## config.mk

```make
export PLATFORM = sky130hd
export DESIGN_NAME = hzd_ctrl
export DESIGN_NICKNAME = d
export VERILOG_FILES = /design/src/rtl/hzd_pkg.sv /design/src/rtl/hzd_src_match.sv /design/src/rtl/hzd_resolve.sv /design/src/rtl/hzd_ctrl.sv
export SDC_FILE = /design/constraint.sdc
export NUM_CORES = 1
export LEC_CHECK = 0
export CORE_AREA = 2 2 39 41
export DETAILED_ROUTE_END_ITERATION = 10
export DIE_AREA = 0 0 41 43
export GPL_TIMING_DRIVEN = 0
export PLACE_DENSITY = 0.68
export SYNTH_ARGS = -nofsm -noshare
export SYNTH_HDL_FRONTEND = slang
export SYNTH_SLANG_ARGS = --single-unit
export TNS_END_PERCENT = 100
```

## constraint.sdc

```tcl
create_clock -name vclk -period 1.6
set_input_delay 0.16 -clock vclk [all_inputs]
set_output_delay 0.16 -clock vclk [all_outputs]
set_load 0.02 [all_outputs]
```

## src/rtl/hzd_pkg.sv

```systemverilog
package hzd_pkg;
  typedef struct packed {
    logic pc_we;
    logic ifid_we;
    logic idex_zero;
    logic ifid_flush;
  } hzd_ctl_t;

  localparam int unsigned PROD_LOAD_EX  = 0;
  localparam int unsigned PROD_ALU_EX   = 1;
  localparam int unsigned PROD_LOAD_MEM = 2;
  localparam int unsigned NUM_PROD      = 3;
endpackage

```

## src/rtl/hzd_src_match.sv

```systemverilog
module hzd_src_match #(
  parameter int unsigned RW = 5
) (
  input  logic          prod_en,
  input  logic [RW-1:0] prod_dst,
  input  logic [RW-1:0] rs,
  input  logic [RW-1:0] rt,
  input  logic          uses_rs,
  input  logic          uses_rt,
  output logic          hit
);
  logic nonzero;
  logic rs_eq, rt_eq;

  always_comb begin
    nonzero = |prod_dst;
    rs_eq   = uses_rs && (rs == prod_dst);
    rt_eq   = uses_rt && (rt == prod_dst);
    hit     = prod_en && nonzero && (rs_eq || rt_eq);
  end
endmodule

```

## src/rtl/hzd_resolve.sv

```systemverilog
module hzd_resolve
  import hzd_pkg::*;
#(
  parameter int unsigned NP = NUM_PROD
) (
  input  logic          rst_n,
  input  logic [NP-1:0] hits,
  input  logic          is_branch,
  input  logic          br_taken,
  output hzd_ctl_t      ctl
);
  logic stall;
  logic redirect;

  always_comb begin
    stall    = |hits;
    redirect = is_branch && br_taken && !stall;
    if (!rst_n) begin
      ctl.pc_we      = 1'b0;
      ctl.ifid_we    = 1'b0;
      ctl.idex_zero  = 1'b1;
      ctl.ifid_flush = 1'b0;
    end else begin
      ctl.pc_we      = !stall;
      ctl.ifid_we    = !stall;
      ctl.idex_zero  = stall;
      ctl.ifid_flush = redirect;
    end
  end
endmodule

```

## src/rtl/hzd_ctrl.sv

```systemverilog
module hzd_ctrl
  import hzd_pkg::*;
#(
  parameter int unsigned RW = 5
) (
  input  logic          clk,
  input  logic          rst_n,
  input  logic [RW-1:0] dec_rs,
  input  logic [RW-1:0] dec_rt,
  input  logic          dec_uses_rs,
  input  logic          dec_uses_rt,
  input  logic          dec_is_branch,
  input  logic          br_taken,
  input  logic          idex_memrd,
  input  logic          idex_regwr,
  input  logic [RW-1:0] idex_dst,
  input  logic          exmem_memrd,
  input  logic [RW-1:0] exmem_dst,
  output logic          pc_we,
  output logic          ifid_we,
  output logic          idex_zero,
  output logic          ifid_flush
);
  localparam int unsigned NP = NUM_PROD;

  logic          prod_en  [NP];
  logic [RW-1:0] prod_dst [NP];
  logic [NP-1:0] hits;
  hzd_ctl_t      ctl;

  // Producer table: load in execute hurts any reader; ALU result in
  // execute and load in memory stage only hurt a branch comparing in decode.
  always_comb begin
    prod_en[PROD_LOAD_EX]   = idex_memrd;
    prod_dst[PROD_LOAD_EX]  = idex_dst;
    prod_en[PROD_ALU_EX]    = dec_is_branch && idex_regwr;
    prod_dst[PROD_ALU_EX]   = idex_dst;
    prod_en[PROD_LOAD_MEM]  = dec_is_branch && exmem_memrd;
    prod_dst[PROD_LOAD_MEM] = exmem_dst;
  end

  for (genvar p = 0; p < NP; p++) begin : g_prod
    hzd_src_match #(.RW(RW)) u_match (
      .prod_en  (prod_en[p]),
      .prod_dst (prod_dst[p]),
      .rs       (dec_rs),
      .rt       (dec_rt),
      .uses_rs  (dec_uses_rs),
      .uses_rt  (dec_uses_rt),
      .hit      (hits[p])
    );
  end

  hzd_resolve #(.NP(NP)) u_resolve (
    .rst_n     (rst_n),
    .hits      (hits),
    .is_branch (dec_is_branch),
    .br_taken  (br_taken),
    .ctl       (ctl)
  );

  assign pc_we      = ctl.pc_we;
  assign ifid_we    = ctl.ifid_we;
  assign idex_zero  = ctl.idex_zero;
  assign ifid_flush = ctl.ifid_flush;
endmodule

```

* Word-level counts from Yosys, hierarchy flattened
Index checks and enable logic that the tools add are counted.
Storage, ports and cells: flip-flop bits (word level) 0, ROM bits 0, memories kept 0, logic and storage cells 25, RAM bits 0, output and inout bits 4, latch bits 0
Cells by class: multipliers 0, bitwise operators 0, order comparisons 0, equal/unequal tests 4, divide/modulo/power cells 0, shift-type cells 0, reductions and logical operators 20, add/sub/neg operators 0, mux-type cells 1
Operators by type and width (count):
- == test 5 bit | 4
- logical AND 1 bit | 14
- OR reduction 5 bit | 2
- two-way mux 4 bit | 1
- OR reduction 3 bit | 1
- logical OR 1 bit | 2
- zero test 1 bit | 1

* Depth between registers and ports, before layout
depth in word-level cells 8, mapped depth 6, gate-level depth less buffers 5

* Hierarchy
Synthesis repeated with hierarchy kept, for this count alone.
Second synthesis, totals: cell total of the unflattened synthesis 57, area total of the unflattened synthesis 455.4 um2
Modules (own cells, without submodules):
- hzd_src_match | sequential area each 0.0 um2, area an instance 133.9 um2, instances 3, cells an instance 17
- hzd_resolve | sequential area each 0.0 um2, area an instance 41.3 um2, instances 1, cells an instance 4
- hzd_ctrl | sequential area each 0.0 um2, area an instance 12.5 um2, instances 1, cells an instance 2

* Least setup slack after synthesis
No wires, ideal clock.
kind input port to output port, from input exmem_dst[1], to output pc_we, path buffers 1, path slack 0.155 ns, arrival 1.285 ns, data required time 1.440 ns, cell stages on the path 4, cells stage by stage or4_1 -> o211ai_2 -> o21a_1 -> buf_4
Between the ends: longest elaborated chain between the ends 7, elaborated cells between the ends (all ways) 11, classes of those cells eq/ne: 2; mux: 1; reduce/logical: 8
Ends and longest elaborated chain:
- start, declared | line hzd_ctrl.sv:18 | input logic [RW-1:0] exmem_dst,
- == test 5 bit (on tied branches) | line hzd_src_match.sv:17, hzd_src_match.sv:18
- logical AND 1 bit (on tied branches) | line hzd_src_match.sv:17, hzd_src_match.sv:18
- logical OR 1 bit | line hzd_src_match.sv:19 | hit = prod_en && nonzero && (rs_eq || rt_eq);
- logical AND 1 bit (*) | line hzd_src_match.sv:19
- OR reduction 3 bit (*) | line hzd_resolve.sv:16 | stall = |hits;
- zero test 1 bit (*) | line hzd_resolve.sv:24 | ctl.pc_we = !stall;
- two-way mux 4 bit (*) | line hzd_resolve.sv:18 | if (!rst_n) begin
- end, declared | line hzd_ctrl.sv:19 | output logic pc_we,
Every way passes the cells marked *; elsewhere a longest branch is shown, timed or not.

* Worst setup path after layout
from input exmem_dst[3], to output pc_we
The elaborated chain is that of the path after synthesis.

==> results.py <==
metrics = {
    "die": {
        "die_w_um": 41,
        "core_sq_um": 1380,
        "initial_core_util": 0.222,
        "dieArea_sq_um": 1760,
        "dieHeight_um": 43,
        "num_io_pins": 33,
        "rows": 14,
    },
    "sta": {
        "finalHoldViolations": 0,
        "setup_viol_count_final": 0,
        "max_freq_mhz": 643,
        "slew_headroom": 0.875,
        "fin_crit_ns": 1.56,
        "worst_pin_slew_ns": 0.188,
        "finalCritPeriodShare": 0.972,
        "final_max_slew_viol_count": 0,
    },
    "power_and_ir_drop": {
        "p_per_area_nw_per_um2": 266,
        "irDropWorstVdd_mv": 0.0910,
        "power_leakage_nw": 0.266,
        "p_total_w": 0.000168,
    },
    "cells_and_area": {
        "ff_latch_area_sq_um": 0,
        "drive_gt1_frac": 0.338,
        "design.seq.count": 0,
        "layout-area-overhead-vs-synth_pct": 106,
        "multiInputGateArea_sq_um": 348,
        "final_common_cell": "xnor2_1",
        "diodes": 0,
        "fillCellCount": 151,
        "final_cell_mix": "16 x xnor2_1, 7 x buf_2, 6 x clkbuf_2",
        "postLayoutCoreUtil": 0.456,
        "fin_area_sq_um": 631,
        "nNetsFinal": 105,
        "nClkBuffers": 0,
    },
    "job": {
        "cap_violations": 0,
    },
    "synth": {
        "seq_area_frac_synth": 0,
        "yosys_warnings": 0,
        "synth_cells": 42,
        "syn_avg_cell_area_sq_um": 7.30,
        "netlist_area_sq_um": 307,
        "synth_cell_type_count": 15,
        "syn-num-nets": 71,
    },
    "drt": {
        "vias": 405,
        "dr.pass1.iters": 4,
        "antenna_left": 0,
        "post_drt_wl_per_cell_um": 11.3,
        "drt_iter0_drc": 6,
        "postRouteWirelength_mm": 1.02,
        "drc": 0,
        "via_per_inst": 4.50,
    },
    "status": {
        "outcome": "complete, no violations",
    },
    "worst_setup_path": {
        "crit_arrival_ns": 1.40,
        "cp-end-kind": "output port",
        "crit_path_end": "pc_we",
        "crit_required_ns": 1.44,
        "worstPathMaxFanout": 3,
        "cp-start-kind": "input pin",
        "startpoint": "exmem_dst[3]",
        "critPathKind": "in2out",
    },
    "cts": {
        "cts_hold_buf": 0,
        "post-cts-setup-buffer-count": 0,
    },
    "global_route": {
        "grt.overflow.total": 0,
        "grt_use_total": 0.120,
        "grt_max_degree": 4,
        "grt_pass1_vias": 385,
        "antenna_found_initial": 0,
        "grt_pass1_wl_mm": 1.57,
    },
    "placement": {
        "place_congestion": 0.634,
        "placed_area_sq_um": 647,
        "port-buffer-count": 32,
    },
    "min_path": {
        "holdCritPathClass": "in2out",
    },
}
==> what timing repair did <==
action	CTS	global route
pin swaps	13	27
endpoints found under the setup margin	4	4
gates resized for setup	61	27
==> stage by stage <==
stage	setup slack (ns)	hold WS, ns	instances	TNS [ns]
2_1_floorplan	0.155	0.515	42	0
3_3_place_gp	-0.797	1.41	90	-2.90
3_5_place_dp	-0.789	1.43	90	-2.93
4_1_cts	0.000574	1.02	90	0
5_1_grt	-0.00934	0.784	90	-0.00934
6_report	0.0448	0.767	90	0
==> layer usage <==
metal	wire (um)	track usage
met1	400	0.158
met3	77	0
met4	0	0
met5	0	0
met2	540	0.219
==> Yosys cell counts <==
cell type  instances  area (sq um)
a21boi_0           1          7.51
a21oi_1            2          10.0
and4_1             1          8.76
buf_4              1          7.51
inv_1              1          3.75
nand2_1            4          15.0
nand4_1            4          25.0
nor2_1             1          3.75
nor3_1             1          5.00
o211ai_2           1          12.5
o21a_1             1          7.51
o21ai_0            1          5.00
o22ai_1            2          12.5
or4_1              1          7.51
xnor2_1           20           175
==> power by group <==
group	internal (W)	switching [W]	leakage [nW]	total, W
clock	0	0	0	0
sequential	0	0	0	0
combinational	0.0000960	0.0000720	0.266	0.000168
total	0.0000960	0.0000720	0.266	0.000168
==> area by class of cell <==
cell class	instances	area share
inverter	1	0.00595
buffer	1	0.0119
tap	16	0.0317
timing repair buffer	32	0.399
multi-input combinational	40	0.552
==> worst max-delay path, stage by stage <==
cell and delay, ns:
buf_4 0.13, or4_4 0.54, o211ai_4 0.21, o21a_1 0.15
buf_4 0.11, buf_6 0.10
==> cells by family (layout without fill, tap and decap cells) <==
| kind of cell | Yosys count | in the layout | share of synthesized area |
|---|---|---|---|
| buffers and inverters | 2 | 34 | 0.0367 |
| and+or+nand+nor | 12 | 12 | 0.212 |
| AOI/OAI and AO/OA | 8 | 8 | 0.180 |
| xor gates and xnor gates | 20 | 20 | 0.571 |
==> worst min path at each step <==
stage                              from    endpoint  cells after the start
final                     dec_is_branch   idex_zero                      4
after global placement         br_taken  ifid_flush                      3
after CTS                  exmem_dst[4]  ifid_flush                      4
after floorplan           dec_is_branch  ifid_flush                      1
after global routing      dec_is_branch  ifid_flush                      3
after detailed placement       br_taken  ifid_flush                      3
(Power assumes the default switching activity.)
